[config.mk]
export PLATFORM = sky130hd
export DESIGN_NAME = dac_ns_segmenter
export DESIGN_NICKNAME = d
export VERILOG_FILES = /design/src/rtl/dac_ns_pkg.sv /design/src/rtl/ns_requant.sv /design/src/rtl/seg_encoder.sv /design/src/rtl/dac_ns_segmenter.sv
export SDC_FILE = /design/constraint.sdc
export NUM_CORES = 1
export LEC_CHECK = 0
export BUFFER_PORTS_ARGS = -buffer_cell sky130_fd_sc_hd__buf_2
export CORE_AREA = 10 10 93 95
export DETAILED_ROUTE_END_ITERATION = 8
export DIE_AREA = 0 0 103 105
export PLACE_DENSITY = 0.72
export SETUP_SLACK_MARGIN = 0.3
export SYNTH_ARGS = -nofsm -noshare
export SYNTH_HDL_FRONTEND = slang
export SYNTH_SLANG_ARGS = --single-unit
export TNS_END_PERCENT = 100
[constraint.sdc]
create_clock -name clk_i -period 11.9 [get_ports clk_i]
set_input_delay 0.595 -clock clk_i [delete_from_list [all_inputs] [get_ports clk_i]]
set_output_delay 0.595 -clock clk_i [all_outputs]
set_load 0.02 [all_outputs]
[src/rtl/dac_ns_pkg.sv]
package dac_ns_pkg;
  localparam int unsigned DEF_IN_W   = 22;
  localparam int unsigned DEF_OUT_W  = 15;
  localparam int unsigned DEF_FINE_W = 9;
endpackage

[src/rtl/ns_requant.sv]
module ns_requant #(
  parameter int unsigned IN_W  = dac_ns_pkg::DEF_IN_W,
  parameter int unsigned OUT_W = dac_ns_pkg::DEF_OUT_W
) (
  input  logic                    clk_i,
  input  logic                    rst_i,
  input  logic                    stb_i,
  input  logic [IN_W-1:0]         sample_i,
  output logic signed [OUT_W-1:0] word_o,
  output logic                    sat_o
);
  localparam int unsigned DROP_W = IN_W - OUT_W;
  localparam int unsigned SUM_W  = IN_W + 1;
  localparam int unsigned Q_W    = SUM_W - DROP_W;
  localparam logic signed [Q_W-1:0] QMAX = Q_W'((2 ** (OUT_W - 1)) - 1);
  localparam logic signed [Q_W-1:0] QMIN = -QMAX;

  logic [DROP_W-1:0]       err_q;
  logic signed [SUM_W-1:0] sum_w;
  logic signed [Q_W-1:0]   q_w;
  logic                    sat_hi_w, sat_lo_w;

  function automatic logic signed [SUM_W-1:0] add_residue(
    input logic [IN_W-1:0] x, input logic [DROP_W-1:0] r);
    logic signed [SUM_W-1:0] xs, rs;
    xs = $signed({x[IN_W-1], x});
    rs = $signed({{(SUM_W-DROP_W){1'b0}}, r});
    return xs + rs;
  endfunction

  assign sum_w    = add_residue(sample_i, err_q);
  assign q_w      = sum_w[SUM_W-1:DROP_W];
  assign sat_hi_w = (q_w > QMAX);
  assign sat_lo_w = (q_w < QMIN);
  assign sat_o    = sat_hi_w | sat_lo_w;

  always_comb begin
    if (sat_hi_w)      word_o = QMAX[OUT_W-1:0];
    else if (sat_lo_w) word_o = QMIN[OUT_W-1:0];
    else               word_o = q_w[OUT_W-1:0];
  end

  always_ff @(posedge clk_i) begin
    if (rst_i)                err_q <= '0;
    else if (stb_i && !sat_o) err_q <= sum_w[DROP_W-1:0];
  end

  // residue frozen on a saturated strobe
  a_r3_err_hold: assert property (@(posedge clk_i) disable iff (rst_i)
    (stb_i && sat_o) |=> $stable(err_q));

  // clamped word never reaches the most negative code
  a_r3_no_overflow: assert property (@(posedge clk_i) disable iff (rst_i)
    word_o != {1'b1, {(OUT_W-1){1'b0}}});
endmodule

[src/rtl/seg_encoder.sv]
module seg_encoder #(
  parameter int unsigned OUT_W  = dac_ns_pkg::DEF_OUT_W,
  parameter int unsigned FINE_W = dac_ns_pkg::DEF_FINE_W
) (
  input  logic signed [OUT_W-1:0]                   word_i,
  output logic                                      dir_o,
  output logic [(2 ** (OUT_W-1-FINE_W))-1:0]        therm_o,
  output logic [FINE_W-1:0]                         fine_o
);
  localparam int unsigned MAG_W    = OUT_W - 1;
  localparam int unsigned COARSE_W = MAG_W - FINE_W;
  localparam int unsigned LINES    = 2 ** COARSE_W;

  function automatic logic [MAG_W-1:0] magnitude(input logic signed [OUT_W-1:0] w);
    logic signed [OUT_W-1:0] n;
    n = -w;
    return w[OUT_W-1] ? n[MAG_W-1:0] : w[MAG_W-1:0];
  endfunction

  logic [MAG_W-1:0]    mag_w;
  logic [COARSE_W-1:0] coarse_w;

  assign mag_w    = magnitude(word_i);
  assign coarse_w = mag_w[MAG_W-1:FINE_W];
  assign fine_o   = mag_w[FINE_W-1:0];
  assign dir_o    = word_i[OUT_W-1];

  for (genvar k = 0; k < LINES; k++) begin : g_line
    assign therm_o[k] = ({1'b0, coarse_w} > (COARSE_W+1)'(k));
  end
endmodule

[src/rtl/dac_ns_segmenter.sv]
module dac_ns_segmenter #(
  parameter int unsigned IN_W   = dac_ns_pkg::DEF_IN_W,
  parameter int unsigned OUT_W  = dac_ns_pkg::DEF_OUT_W,
  parameter int unsigned FINE_W = dac_ns_pkg::DEF_FINE_W
) (
  input  logic                                   clk_i,
  input  logic                                   rst_i,
  input  logic                                   stb_i,
  input  logic [IN_W-1:0]                        sample_i,
  output logic                                   dac_dir_o,
  output logic [(2 ** (OUT_W-1-FINE_W))-1:0]     dac_therm_o,
  output logic [FINE_W-1:0]                      dac_fine_o
);
  localparam int unsigned LINES = 2 ** (OUT_W - 1 - FINE_W);

  logic signed [OUT_W-1:0] word_w;
  logic                    sat_w;
  logic                    dir_w;
  logic [LINES-1:0]        therm_w;
  logic [FINE_W-1:0]       fine_w;

  ns_requant #(.IN_W(IN_W), .OUT_W(OUT_W)) u_requant (
    .clk_i(clk_i), .rst_i(rst_i), .stb_i(stb_i), .sample_i(sample_i),
    .word_o(word_w), .sat_o(sat_w)
  );

  seg_encoder #(.OUT_W(OUT_W), .FINE_W(FINE_W)) u_enc (
    .word_i(word_w), .dir_o(dir_w), .therm_o(therm_w), .fine_o(fine_w)
  );

  always_ff @(posedge clk_i) begin
    if (rst_i) begin
      dac_dir_o   <= 1'b0;
      dac_therm_o <= '0;
      dac_fine_o  <= '0;
    end else if (stb_i) begin
      dac_dir_o   <= dir_w;
      dac_therm_o <= therm_w;
      dac_fine_o  <= fine_w;
    end
  end

  // fields hold between strobes
  a_r1_hold: assert property (@(posedge clk_i) disable iff (rst_i)
    !stb_i |=> ($stable(dac_dir_o) && $stable(dac_therm_o) && $stable(dac_fine_o)));

  // coarse code is always a thermometer with the top line off
  a_r5_therm_shape: assert property (@(posedge clk_i) disable iff (rst_i)
    (((dac_therm_o + 1'b1) & dac_therm_o) == '0) && !dac_therm_o[LINES-1]);

  // no negative zero
  a_r7_no_neg_zero: assert property (@(posedge clk_i) disable iff (rst_i)
    dac_dir_o |-> ((|dac_therm_o) || (|dac_fine_o)));

  // a saturated strobe latches a full-scale magnitude
  a_r3_sat_full: assert property (@(posedge clk_i) disable iff (rst_i)
    (stb_i && sat_w) |=> ((&dac_fine_o) && (&dac_therm_o[LINES-2:0])));
endmodule

---- Word level (Yosys, flattened, before mapping) ----
Index checks and enable logic that the tools add are counted.
storage, ports and cells
  bits in writable memories ............... 0
  bits in latches ......................... 0
  memory bits (read-only) ................. 0
  word-level logic and storage cells ...... 45
  memories kept ........................... 0
  flip-flop bits (word level) ............. 48
  output and inout bits ................... 42
operators by class
  add/sub/neg operators ................... 2
  magnitude comparators ................... 33
  equality and inequality tests ........... 0
  multiply operators ...................... 0
  muxes and demuxes ....................... 3
  reductions and logical operators ........ 2
  bitwise logic cells ..................... 1
  shifts and indexed selects .............. 0
  div/mod/pow operators ................... 0
operators with widths
  kind                                                   count
  > comparator 5 bit (second input constant)             15
  > comparator 5 x 4 -> 1 bit (second input constant)    8
  2-to-1 mux 15 bit                                      2
  adder 22 x 8 -> 23 bit                                 1
  > comparator 5 x 3 -> 1 bit (second input constant)    4
  > comparator 16 x 15 -> 1 bit (second input constant)  1
  < comparator 16 x 15 -> 1 bit (second input constant)  1
  2-to-1 mux 14 bit                                      1
  negation 14 bit                                        1
  > comparator 5 x 1 -> 1 bit (second input constant)    2
  > comparator 5 x 2 -> 1 bit (second input constant)    2
  logical AND 1 bit                                      1
  logical NOT 1 bit                                      1
  bitwise OR 1 bit                                       1

---- Longest topological paths before layout ----
Gate-level depths: netlist of the first run.
  depth after elaboration ................. 7
  gate-level depth with buffers ........... 24

---- Cells and area by module ----
Synthesis of the first run repeated with hierarchy kept, for this count alone.
unflattened totals
  cell total of the unflattened synthesis .. 406
  area total of the unflattened synthesis .. 3475.8 um2
by module, submodules not included
  module            instances  cells each  seq. area each (um2)  area each (um2)
  dac_ns_segmenter  1          136         840.8                 1534.0
  ns_requant        1          180         140.1                 1302.5
  seg_encoder       1          90          0.0                   639.4

---- Worst setup path after synthesis of the first run ----
Ideal clock, no wire load.
  path kind ............................... input port to flip-flop
  start ................................... input sample_i[0]
  end ..................................... register dac_therm_o[8]
  stages on the path ...................... 21
  arrival ................................. 5061 ps
  setup slack ............................. 6703 ps
  buffers on the path ..................... 1
  data required time ...................... 11764 ps
  path through ............................ ha_1 -> fa_1 -> a211oi_1 -> o21ai_0 -> mux2i_1 -> or4_4 -> a21oi_1 -> nand4_1 -> and2_1 -> clkbuf_1 -> o21ai_0 -> ha_1 -> nand2_1 -> nor4_1 -> o22ai_1 -> nor2_1 -> o2111ai_1 -> mux2i_1 -> or4_4 -> o21ai_2 -> a211oi_1
on the way
  word-level cells in the longest chain between the ends .. 7
RTL lines
  item                             RTL line                RTL
  start: declaration               dac_ns_segmenter.sv:9   input logic [IN_W-1:0] sample_i,
  adder 22 x 8 -> 23 bit (*)       ns_requant.sv:28        return xs + rs;
  < comparator 16 x 15 -> 1 bit    ns_requant.sv:34        assign sat_lo_w = (q_w < QMIN);
  2-to-1 mux 15 bit                ns_requant.sv:39        else if (sat_lo_w) word_o = QMIN[OUT_W-1:0];
  2-to-1 mux 15 bit (*)            ns_requant.sv:38        if (sat_hi_w) word_o = QMAX[OUT_W-1:0];
  negation 14 bit                  seg_encoder.sv:16       n = -w;
  2-to-1 mux 14 bit (*)            seg_encoder.sv:17       return w[OUT_W-1] ? n[MAG_W-1:0] : w[MAG_W-1:0];
  > comparator 5 x 4 -> 1 bit (*)  seg_encoder.sv:29       assign therm_o[k] = ({1'b0, coarse_w} > (COARSE_W+1)'(k));
  end signal: assignment           dac_ns_segmenter.sv:38  dac_therm_o <= therm_w;
  end: declaration                 dac_ns_segmenter.sv:11  output logic [(2 ** (OUT_W-1-FINE_W))-1:0] dac_therm_o,
Every way passes the cells marked *; elsewhere a longest branch is shown, timed or not.
A chain may end at the register's enable or synchronous reset.

---- Worst setup path in the final report of the first run ----
  start ................................... input sample_i[6]
  end ..................................... register dac_therm_o[25]
on the way
  word-level cells in the longest chain between the ends .. 7
RTL lines
  item                           RTL line
  adder 22 x 8 -> 23 bit (*)     ns_requant.sv:28
  < comparator 16 x 15 -> 1 bit  ns_requant.sv:34
  2-to-1 mux 15 bit              ns_requant.sv:39
  2-to-1 mux 15 bit (*)          ns_requant.sv:38
  negation 14 bit                seg_encoder.sv:16
  2-to-1 mux 14 bit (*)          seg_encoder.sv:17
  > comparator 5 bit (*)         seg_encoder.sv:29
Marked as above.

==> run_results.csv, run 1 <==
group,metric,value,unit
status,status,"finished clean",
critical_path,crit_family,"compound AO/OA/AOI/OAI gates",
logic_synthesis,synth.distinct_cells,60,
timing,timing.hold.ws,450,ps
critical_path,crit_path_end_kind,"flop",
timing,tightestPinTransition,1080,ps
critical_path,arrival,6390,ps
timing,slew_viol_final,0,
run,cap_viol_max_count,0,
placed_design,io_buffers,65,
final_layout,num_antenna_cells,0,
timing,fin_crit_sh,51.8,%
critical_path,slowest_stage,"xor2_1",
timing,hold_violations,0,
global_routing,grt_usage,16.8,%
cts,cts_tree,"built",
logic_synthesis,synth_top_area_cell,"dfxtp_1",
floorplanning,die_w,103,um
logic_synthesis,netlist.area_leader.share,28.7,%
critical_path,reg2reg_slack,5840,ps
routing,dr.pass1.iters,5,
pwr,ir_worst_vdd,0.0000780,V
floorplanning,num_rows,30,
routing,ant_nets,0,
global_routing,grt_start_max_net_pins,40,
routing,vias,3367,
critical_path,crit-reg2reg-launch,"u_requant.err_q[6]",
floorplanning,start_util,49.5,%
critical_path,r2r-end,"dac_therm_o[25]",
logic_synthesis,ys_seq_area_share,28.7,%
cts,clock_latency,300,ps
cts,cts_buffers,5,
final_layout,layout_commonest_cell,"buf_2",
routing,avgViaCountPerCell,6.10,
timing,max-slew-margin-rel,27.6,%
final_layout,nets,505,
routing,drc_errors,0,
global_routing,grt_pass1_vias,3124,
cts,ctsHoldBuffers,0,
placed_design,gp_congestion,0.931,
logic_synthesis,synth_area_per_cell,7.94,um2
worst_hold_path,hold_path.class,"flop to flop",
final_layout,final_cell_mix,"65 x buf_2, 51 x nor2_1, 48 x dfxtp_1",
global_routing,grt_overflow,0,
critical_path,crit_chain,"buf_2, ha_1, a221o_1, a211oi_4, nor3_1, mux2_2, a2111oi_4, nand4_1, and2_1, o21ai_0, ha_1, nand2_1, nor4_1, o22ai_1, nor2_1, o21a_1, a21oi_1, xor2_1, nand3_1, o21ai_0",
pwr,p_per_area,125,nW/um2
cts,postCtsSetupRepairBufs,0,
global_routing,grt_antenna_before_repair,0,
floorplanning,die_area,10800,um2
placed_design,place_inst,544,
cts,cts_max_level,2,
routing,avgRoutedWirePerCell,17.2,um
timing,setup_viol,0,
cts,clock-root-buffer,"clkbuf_8",
pwr,p_leak,1.58,nW
cts,cts-resized-gates,0,
pwr,finalPower,0.000475,W
timing,layout_min_cycle_time,6160,ps
floorplanning,io_pins,67,
floorplanning,core,6760,um2
final_layout,final-instance-count-excl-fill,552,
floorplanning,dieHeight,105,um
critical_path,rr_worst_depth,19,
placed_design,hpwl,7320,um
worst_hold_path,min_delay_path_depth,2,
logic_synthesis,synth_enable_flop_cells,0,
final_layout,drive_gt1_share,19.1,%
cts,clkSinkCount,48,
cts,cts.reportedPaths.clkPinSlew,100,ps
logic_synthesis,synthesis.area,3340,um2
timing,tns,0,ps
routing,routed_wl,9480,um
logic_synthesis,async_reset_ff_share,0,%
logic_synthesis,synth_area_leaders,"dfxtp_1 29%, nor2_1 5.7%, mux2i_1 5.7%, nand2_1 4.7%, a211oi_1 4.3%",
final_layout,area_growth,13.8,%
worst_hold_path,hp-start,"dac_therm_o[23]",
logic_synthesis,synth_nets,455,
logic_synthesis,ys_ff_latch,48,
final_layout,n_fill_cell,650,
timing,rsz0062_at_grt,"false",
timing,fmax,162,MHz
worst_hold_path,min_to,"dac_therm_o[23]",
routing,dr.first_iter.drc_count,175,
critical_path,cp.required,12130,ps
critical_path,worstPathMaxFanout,15,
critical_path,max_stage_delay,830,ps
global_routing,grt_pass1_wl,15400,um
final_layout,postLayoutCoreUtil,56.3,%
timing,skew,11.2,ps
logic_synthesis,yosysWarnings,0,
logic_synthesis,synthFlopType,"dfxtp_1",
critical_path,cp-start-kind,"primary input",
critical_path,path_class,"primary input to flop",
cts,clockBufferDepth,2,
critical_path,crit_buf_inv,1,
logic_synthesis,netlist_instances,421,
[worst max path at each step]
stage	start	to	slack (ps)	cells past startpoint
after floorplan	sample_i[0]	dac_therm_o[8]	6700	21
after global placement	sample_i[6]	dac_therm_o[26]	5870	20
after detailed placement	sample_i[6]	dac_therm_o[26]	5530	20
after CTS	sample_i[6]	dac_therm_o[26]	5840	20
after global routing	sample_i[0]	dac_therm_o[26]	5180	21
final	sample_i[6]	dac_therm_o[25]	5740	20
[layer usage]
layer	wire (um)	GRT usage, %	share of wire, %	up-vias
met4	72	2.78	0.76	0
li1	-	-	-	1656
met3	630	3.16	6.6	8
met5	0	0	0	-
met1	4080	21.5	43	1568
met2	4690	28.5	49	135
[cell families (layout without fill, tap and decap cells)]
logic type / count (synthesis) / count (layout) / share of synthesized area [%]
AO/OA/AOI/OAI: 116 / 116 / 25.3
XOR/XNOR: 23 / 23 / 6.25
adder cells (fa/ha/maj): 9 / 9 / 3.59
flip-flops: 48 / 48 / 28.7
buffers and inverters: 29 / 80 / 3.93
other: 1 / 1 / 0.112
AND/OR/NAND/NOR: 174 / 174 / 25.7
multiplexers: 21 / 21 / 6.36
[state kept, by name, indices dropped and copies added, names as in the netlist]
| signal | count |
|---|---|
| dac_dir_o | 1 |
| dac_fine_o | 9 |
| dac_therm_o | 31 |
| u_requant.err_q | 7 |
[final cells by class]
type / instances / area (um2) / share of cell area [%]
inverters: 6 / 22.5 / 0.592
well taps: 80 / 100 / 2.63
flip-flops and latches: 48 / 961 / 25.3
clock inverters: 3 / 68.8 / 1.81
clock buffers: 5 / 68.8 / 1.81
repair buffers: 66 / 333 / 8.75
multi-input cells: 344 / 2250 / 59.2
[where the power goes]
| group | internal (W) | leakage, nW | switching, W |
|---|---|---|---|
| Combinational | 0.0000539 | 1.11 | 0.0000974 |
| Clock | 0.0000846 | 0.0687 | 0.0000575 |
| Sequential | 0.000175 | 0.397 | 0.00000717 |
[per-stage QoR]
stage          cell area, um2  worst slack [ps]
3_5_place_dp             3670              5530
6_report                 3800              5740
5_1_grt                  3800              5180
2_1_floorplan            3340              6700
4_1_cts                  3800              5840
3_3_place_gp             3670              5870
[worst reg2reg max path, stage by stage (launching register included)]
cell	delay, ps
dfxtp_1	320
ha_1	380
a221o_1	420
a211oi_4	510
nor3_1	180
mux2_2	330
a2111oi_4	460
nand4_1	240
and2_1	290
o21ai_0	230
ha_1	230
nand2_1	60
nor4_1	260
o22ai_1	170
nor2_1	190
o21a_1	160
a21oi_1	80
xor2_1	830
nand3_1	410
o21ai_0	250
[Yosys cell counts, drive strengths merged, types with 3 or more instances]
library cell  number
o31ai              3
o21ai             27
mux2i             19
o211a              3
or2                3
o22ai              3
nand3             15
a311oi             3
and3               3
dfxtp             48
a211oi            20
nor2              51
a211o              3
and4               3
clkbuf            17
a31oi              5
nand2b             8
xnor2             11
inv                6
or4                5
nor3              14
ha                 8
buf                6
nand2             42
o211ai            11
or3                3
xor2              12
o221ai             3
o21a               7
a21oi             16
nand4              5
nor4              11
and2               5
No activity file was read; power rests on OpenSTA's default activity.
==> run 2, diff against run 1 <==
Clock period 11.9 ns to 6.3 ns, I/O delays scaled along.
==> run 2 against run 1 <==
  * Critical path depth fell by 1
  * Sequential share of layout area barely moved
  * Power rose by 80%
  * Sequential power rose by 88%
  * Routed wire length fell by 0.93%
  * First-iteration DRC count rose by 13%
  * Die area did not move
  * Combinational power rose by 89%
  * Clock skew fell by 1.9 ps
  * Hold slack got worse by 77 ps
  * Final cell count rose by 0.36%
  * Largest cell class unchanged
==> run_results.csv, run 2 (synthesis gave the netlist of run 1 again) <==
group,metric,value,unit
floorplanning,start_util,49.5,%
routing,ant_nets,0,
critical_path,worstPathMaxFanout,12,
final_layout,drive_gt1_share,19.6,%
placed_design,io_buffers,65,
floorplanning,die_area,10800,um2
pwr,p_leak,1.57,nW
cts,cts.reportedPaths.clkPinSlew,90,ps
critical_path,startpoint,"u_requant.err_q[6]",
routing,routed_wl,9390,um
cts,clock-root-buffer,"clkbuf_8",
final_layout,nets,507,
critical_path,crit_path_end_kind,"flop",
run,cap_viol_max_count,0,
pwr,ir_worst_vdd,0.000134,V
global_routing,grt_pass1_vias,3320,
status,status,"finished clean",
placed_design,gp_congestion,0.935,
routing,avgRoutedWirePerCell,17.0,um
timing,max-slew-margin-rel,40.9,%
final_layout,layout_commonest_cell,"buf_2",
critical_path,arrival,5780,ps
final_layout,regMostFlops,"dac_therm_o",
pwr,p_per_area,225,nW/um2
timing,skew,9.26,ps
timing,tns,0,ps
worst_hold_path,hp-start,"sample_i[0]",
global_routing,grt_usage,17.5,%
placed_design,hpwl,7360,um
cts,cts_tree,"built",
routing,dr.first_iter.drc_count,198,
final_layout,largest_reg_flops,31,
timing,fmax,178,MHz
timing,fin_crit_sh,89.3,%
global_routing,grt_antenna_before_repair,0,
timing,fin_ws,672,ps
cts,postCtsSetupRepairBufs,0,
floorplanning,num_rows,30,
cts,clkSinkCount,48,
floorplanning,core,6760,um2
timing,hold_violations,0,
critical_path,cp.required,6450,ps
floorplanning,io_pins,67,
floorplanning,die_w,103,um
final_layout,reg_top3,"dac_therm_o (31), dac_fine_o (9), u_requant.err_q (7)",
routing,avgViaCountPerCell,6.01,
placed_design,place_inst,546,
critical_path,cp-start-kind,"flop",
critical_path,slowest_stage,"or4_4",
global_routing,grt_overflow,0,
critical_path,path_class,"flop to flop",
placed_design,dpl_worst_slack,465,ps
floorplanning,dieHeight,105,um
routing,drc_errors,0,
final_layout,num_antenna_cells,0,
timing,setup_viol,0,
critical_path,cpMostUsedCell,"ha_1",
timing,slew_viol_final,0,
critical_path,crit_family,"compound AO/OA/AOI/OAI gates",
cts,clockBufferDepth,2,
cts,cts_max_level,2,
critical_path,max_stage_delay,610,ps
worst_hold_path,hold_path.class,"primary input to flop",
critical_path,crit-reg2reg-launch,"u_requant.err_q[6]",
cts,clock_latency,310,ps
final_layout,final_cell_mix,"65 x buf_2, 51 x nor2_1, 48 x dfxtp_1",
final_layout,area_growth,14.0,%
timing,layout_min_cycle_time,5630,ps
routing,dr.pass1.iters,6,
timing,tightestPinTransition,883,ps
global_routing,grt_start_max_net_pins,40,
final_layout,final-instance-count-excl-fill,554,
routing,vias,3329,
critical_path,crit_buf_inv,0,
timing,timing.hold.ws,372,ps
critical_path,crit_chain,"ha_1, a221o_1, a211oi_4, nor3_1, mux2_2, a2111oi_4, nand4_1, and2_1, o21ai_0, ha_1, nand2_1, nor4_1, o22ai_1, nor2_1, o2111ai_1, mux2i_4, or4_4, nand3_1, a211oi_1",
timing,rsz0062_at_grt,"false",
global_routing,grt_pass1_wl,15800,um
cts,ctsHoldBuffers,0,
cts,cts_buffers,5,
run 2: changes by cell type in the layout (fill, tap and decap cells not counted):
cell        change
buf_4           +2
bufinv_16       -1
clkinvlp_4      +1
mux2i_1         -1
mux2i_4         +1
run 2: path summary, 6_finish.rpt:
path,to,slack (ps),cells past startpoint
worst min register to register,dac_therm_o[23],440,2
worst max-delay path,dac_therm_o[12],670,19
worst min-delay path,u_requant.err_q[0],370,4
worst max register to register,dac_therm_o[12],670,19
run 2: final cells by class:
type,count,area (um2)
Sequential cell,48,961
Clock inverter,3,46.3
Multi-Input combinational cell,344,2260
Tap cell,80,100
Clock buffer,5,68.8
Inverter,6,22.5
Timing Repair Buffer,68,348
Fill cell,643,2950
run 2: stage by stage:
stage / power [W] / utilization, % / instance area, um2
finish: 0.000857 / 56.4 / 3810
detailed placement: 0.000634 / 54.5 / 3680
global placement: 0.000631 / 54.5 / 3680
CTS: 0.000861 / 56.2 / 3800
global route: 0.000912 / 56.4 / 3810
floorplan: 0.000563 / - / 3340
run 2: worst reg2reg max path, cell delays in order, from the launching register on:
cell       delay (ps)
dfxtp_1           320
ha_1              380
a221o_1           420
a211oi_4          470
nor3_1            190
mux2_2            330
a2111oi_4         470
nand4_1           210
and2_1            260
o21ai_0           180
ha_1              210
nand2_1            70
nor4_1            260
o22ai_1           160
nor2_1            200
o2111ai_1         230
mux2i_4           310
or4_4             610
nand3_1           110
a211oi_1           80
run 2: power by group:
part / internal, W / total (W) / switching, W
clock network: 0.000120 / 0.000228 / 0.000109
logic: 0.000103 / 0.000285 / 0.000183
registers: 0.000330 / 0.000343 / 0.0000134
total: 0.000552 / 0.000857 / 0.000305
run 2: routing by layer:
layer  track usage (%)  share of wire [%]  vias to the layer above
li1                  -                  -                     1666
met1              21.0                 41                     1540
met2              28.8                 50                      109
met3              4.55                7.3                       14
met4              6.76                1.9                        0
met5                 0                  0                        -
run 2: what timing repair did:
| item | 4_1_cts | 5_1_grt |
|---|---|---|
| setup endpoints to repair | 0 | 11 |
| resized for setup | 0 | 2 |
| hold endpoints to repair | 0 | 0 |
==> run 3, diff against run 2 <==
==> constraint.sdc (replaced) <==
create_clock -name clk_i -period 6.25 [get_ports clk_i]
set_input_delay 0.625 -clock clk_i [delete_from_list [all_inputs] [get_ports clk_i]]
set_output_delay 0.625 -clock clk_i [all_outputs]
set_load 0.02 [all_outputs]
==> run 3 against run 2 <==
  * Utilization increased by 0.93 points
  * Worst setup slack better by 26 ps
  * Routed wire length up 5.3%
  * Global-route usage about the same
  * Sequential power about the same
  * Die area unchanged
  * Via count is 3.1% higher
  * First-iteration DRC count rose by 52%
  * Non-clock buffer count up 6
  * Hold slack better by 68 ps
  * Highest routed layer unchanged
==> run_results.csv, run 3 (synthesis gave the netlist of run 1 again) <==
group,metric,value,unit
status,status,"finished clean",
floorplanning,core,6760,um2
final_layout,n_fill_cell,671,
cts,cts_buffers,5,
routing,avgViaCountPerCell,6.13,
run,cap_viol_max_count,0,
floorplanning,start_util,49.5,%
global_routing,grt_usage,17.5,%
floorplanning,die_w,103,um
final_layout,drive_gt1_share,21.0,%
timing,fin_ws,698,ps
critical_path,arrival,5710,ps
final_layout,regArea,961,um2
global_routing,grtUsageMet2,30.5,%
routing,avgRoutedWirePerCell,17.7,um
placed_design,place_inst,550,
timing,fmax,180,MHz
critical_path,crit_path_end_kind,"flop",
timing,rsz0062_at_grt,"false",
final_layout,multi_input_area,2270,um2
final_layout,num_antenna_cells,0,
pwr,p_leak,1.61,nW
cts,ctsHoldBuffers,0,
critical_path,path_class,"primary input to flop",
timing,tightestPinTransition,926,ps
timing,max-slew-margin-rel,38.0,%
final_layout,final_cell_mix,"65 x buf_2, 51 x nor2_1, 48 x dfxtp_1",
global_routing,grt.busiest_layer,"met2",
cts,clock_latency,300,ps
final_layout,postLayoutCoreUtil,57.3,%
routing,vias,3432,
timing,fin_crit_sh,88.8,%
timing,hold_violations,0,
floorplanning,num_rows,30,
timing,slew_viol_final,0,
global_routing,grt_start_max_net_pins,40,
routing,dr.pass1.iters,6,
final_layout,regMostFlops,"dac_therm_o",
cts,clockBufferDepth,2,
timing,skew,7.68,ps
placed_design,dpl_worst_slack,174,ps
floorplanning,dieHeight,105,um
cts,cts_tree,"built",
final_layout,area_growth,15.8,%
worst_hold_path,hold_path.class,"flop to flop",
cts,cts.reportedPaths.clkPinSlew,90,ps
placed_design,io_buffers,65,
final_layout,layout_commonest_cell,"buf_2",
global_routing,grt_overflow,0,
global_routing,grt_antenna_before_repair,0,
floorplanning,io_pins,67,
timing,setup_viol,0,
routing,routed_wl,9890,um
critical_path,cp-start-kind,"primary input",
timing,layout_min_cycle_time,5550,ps
critical_path,worstPathMaxFanout,6,
pwr,ir_worst_vdd,0.000115,V
final_layout,final-instance-count-excl-fill,560,
cts,clkSinkCount,48,
final_layout,largest_reg_flops,31,
global_routing,grt_use_met3,3.49,%
cts,clock-root-buffer,"clkbuf_8",
placed_design,hpwl,7600,um
timing,tns,0,ps
routing,ant_nets,0,
routing,dr.first_iter.drc_count,300,
placed_design,gp_congestion,0.928,
cts,cts_max_level,2,
global_routing,grt_pass1_vias,3240,
pwr,p_per_area,229,nW/um2
global_routing,grt_use_met1,21.1,%
final_layout,reg_top3,"dac_therm_o (31), dac_fine_o (9), u_requant.err_q (7)",
floorplanning,die_area,10800,um2
global_routing,grt_pass1_wl,15800,um
critical_path,cp.required,6400,ps
routing,drc_errors,0,
final_layout,nets,513,
timing,timing.hold.ws,440,ps
run 3: layer usage:
layer  vias up  wire (um)
met1      1597       4090
met2       142       4920
li1       1671          -
met5         -          0
met3        22        698
met4         0        191
run 3: worst max-delay path, stage by stage:
cell,delay [ps]
buf_2,100
ha_1,240
fa_1,440
a211oi_1,340
o21ai_0,270
nand4_1,230
xnor2_1,120
a2111oi_4,470
nand4_1,210
and2_1,270
o21ai_0,190
ha_1,220
nand2_1,70
nor4_1,280
o22ai_1,160
nor2_1,170
o2111ai_1,210
mux2i_4,280
or4_4,600
o21ai_2,130
a211oi_1,80
run 3: per-stage QoR:
stage | cell area (um2) | total power (W)
2_1_floorplan | 3340 | 0.000567
5_1_grt | 3870 | 0.000937
3_3_place_gp | 3710 | 0.000646
3_5_place_dp | 3710 | 0.000650
4_1_cts | 3830 | 0.000885
6_report | 3870 | 0.000887
run 3: layout make-up:
class | instances | share of cell area [%]
clock inverters | 2 | 1.00
well taps | 80 | 2.58
repair buffers | 74 | 10.1
inverters | 6 | 0.582
clock buffers | 6 | 2.13
flip-flops and latches | 48 | 24.8
multi-input cells | 344 | 58.7
run 3: power by group:
| part | total, W | internal [W] | switching [W] | leakage, nW |
|---|---|---|---|---|
| clock | 0.000237 | 0.000131 | 0.000106 | 0.0614 |
| combinational | 0.000304 | 0.000111 | 0.000193 | 1.15 |
| sequential | 0.000346 | 0.000333 | 0.0000136 | 0.397 |
run 3: path summary, 6_finish.rpt:
check / from / to / slack [ps] / cells after the start
worst min-delay path: dac_therm_o[23] / dac_therm_o[23] / 440 / 2
worst max-delay path: sample_i[0] / dac_therm_o[8] / 700 / 21
worst min register to register: dac_therm_o[23] / dac_therm_o[23] / 440 / 2
worst max register to register: u_requant.err_q[6] / dac_therm_o[8] / 800 / 19
run 3: what timing repair did:
item / in CTS / in global routing
buffers inserted: 0 / 2
endpoints found under the setup margin: 0 / 15
resized for setup: 0 / 4
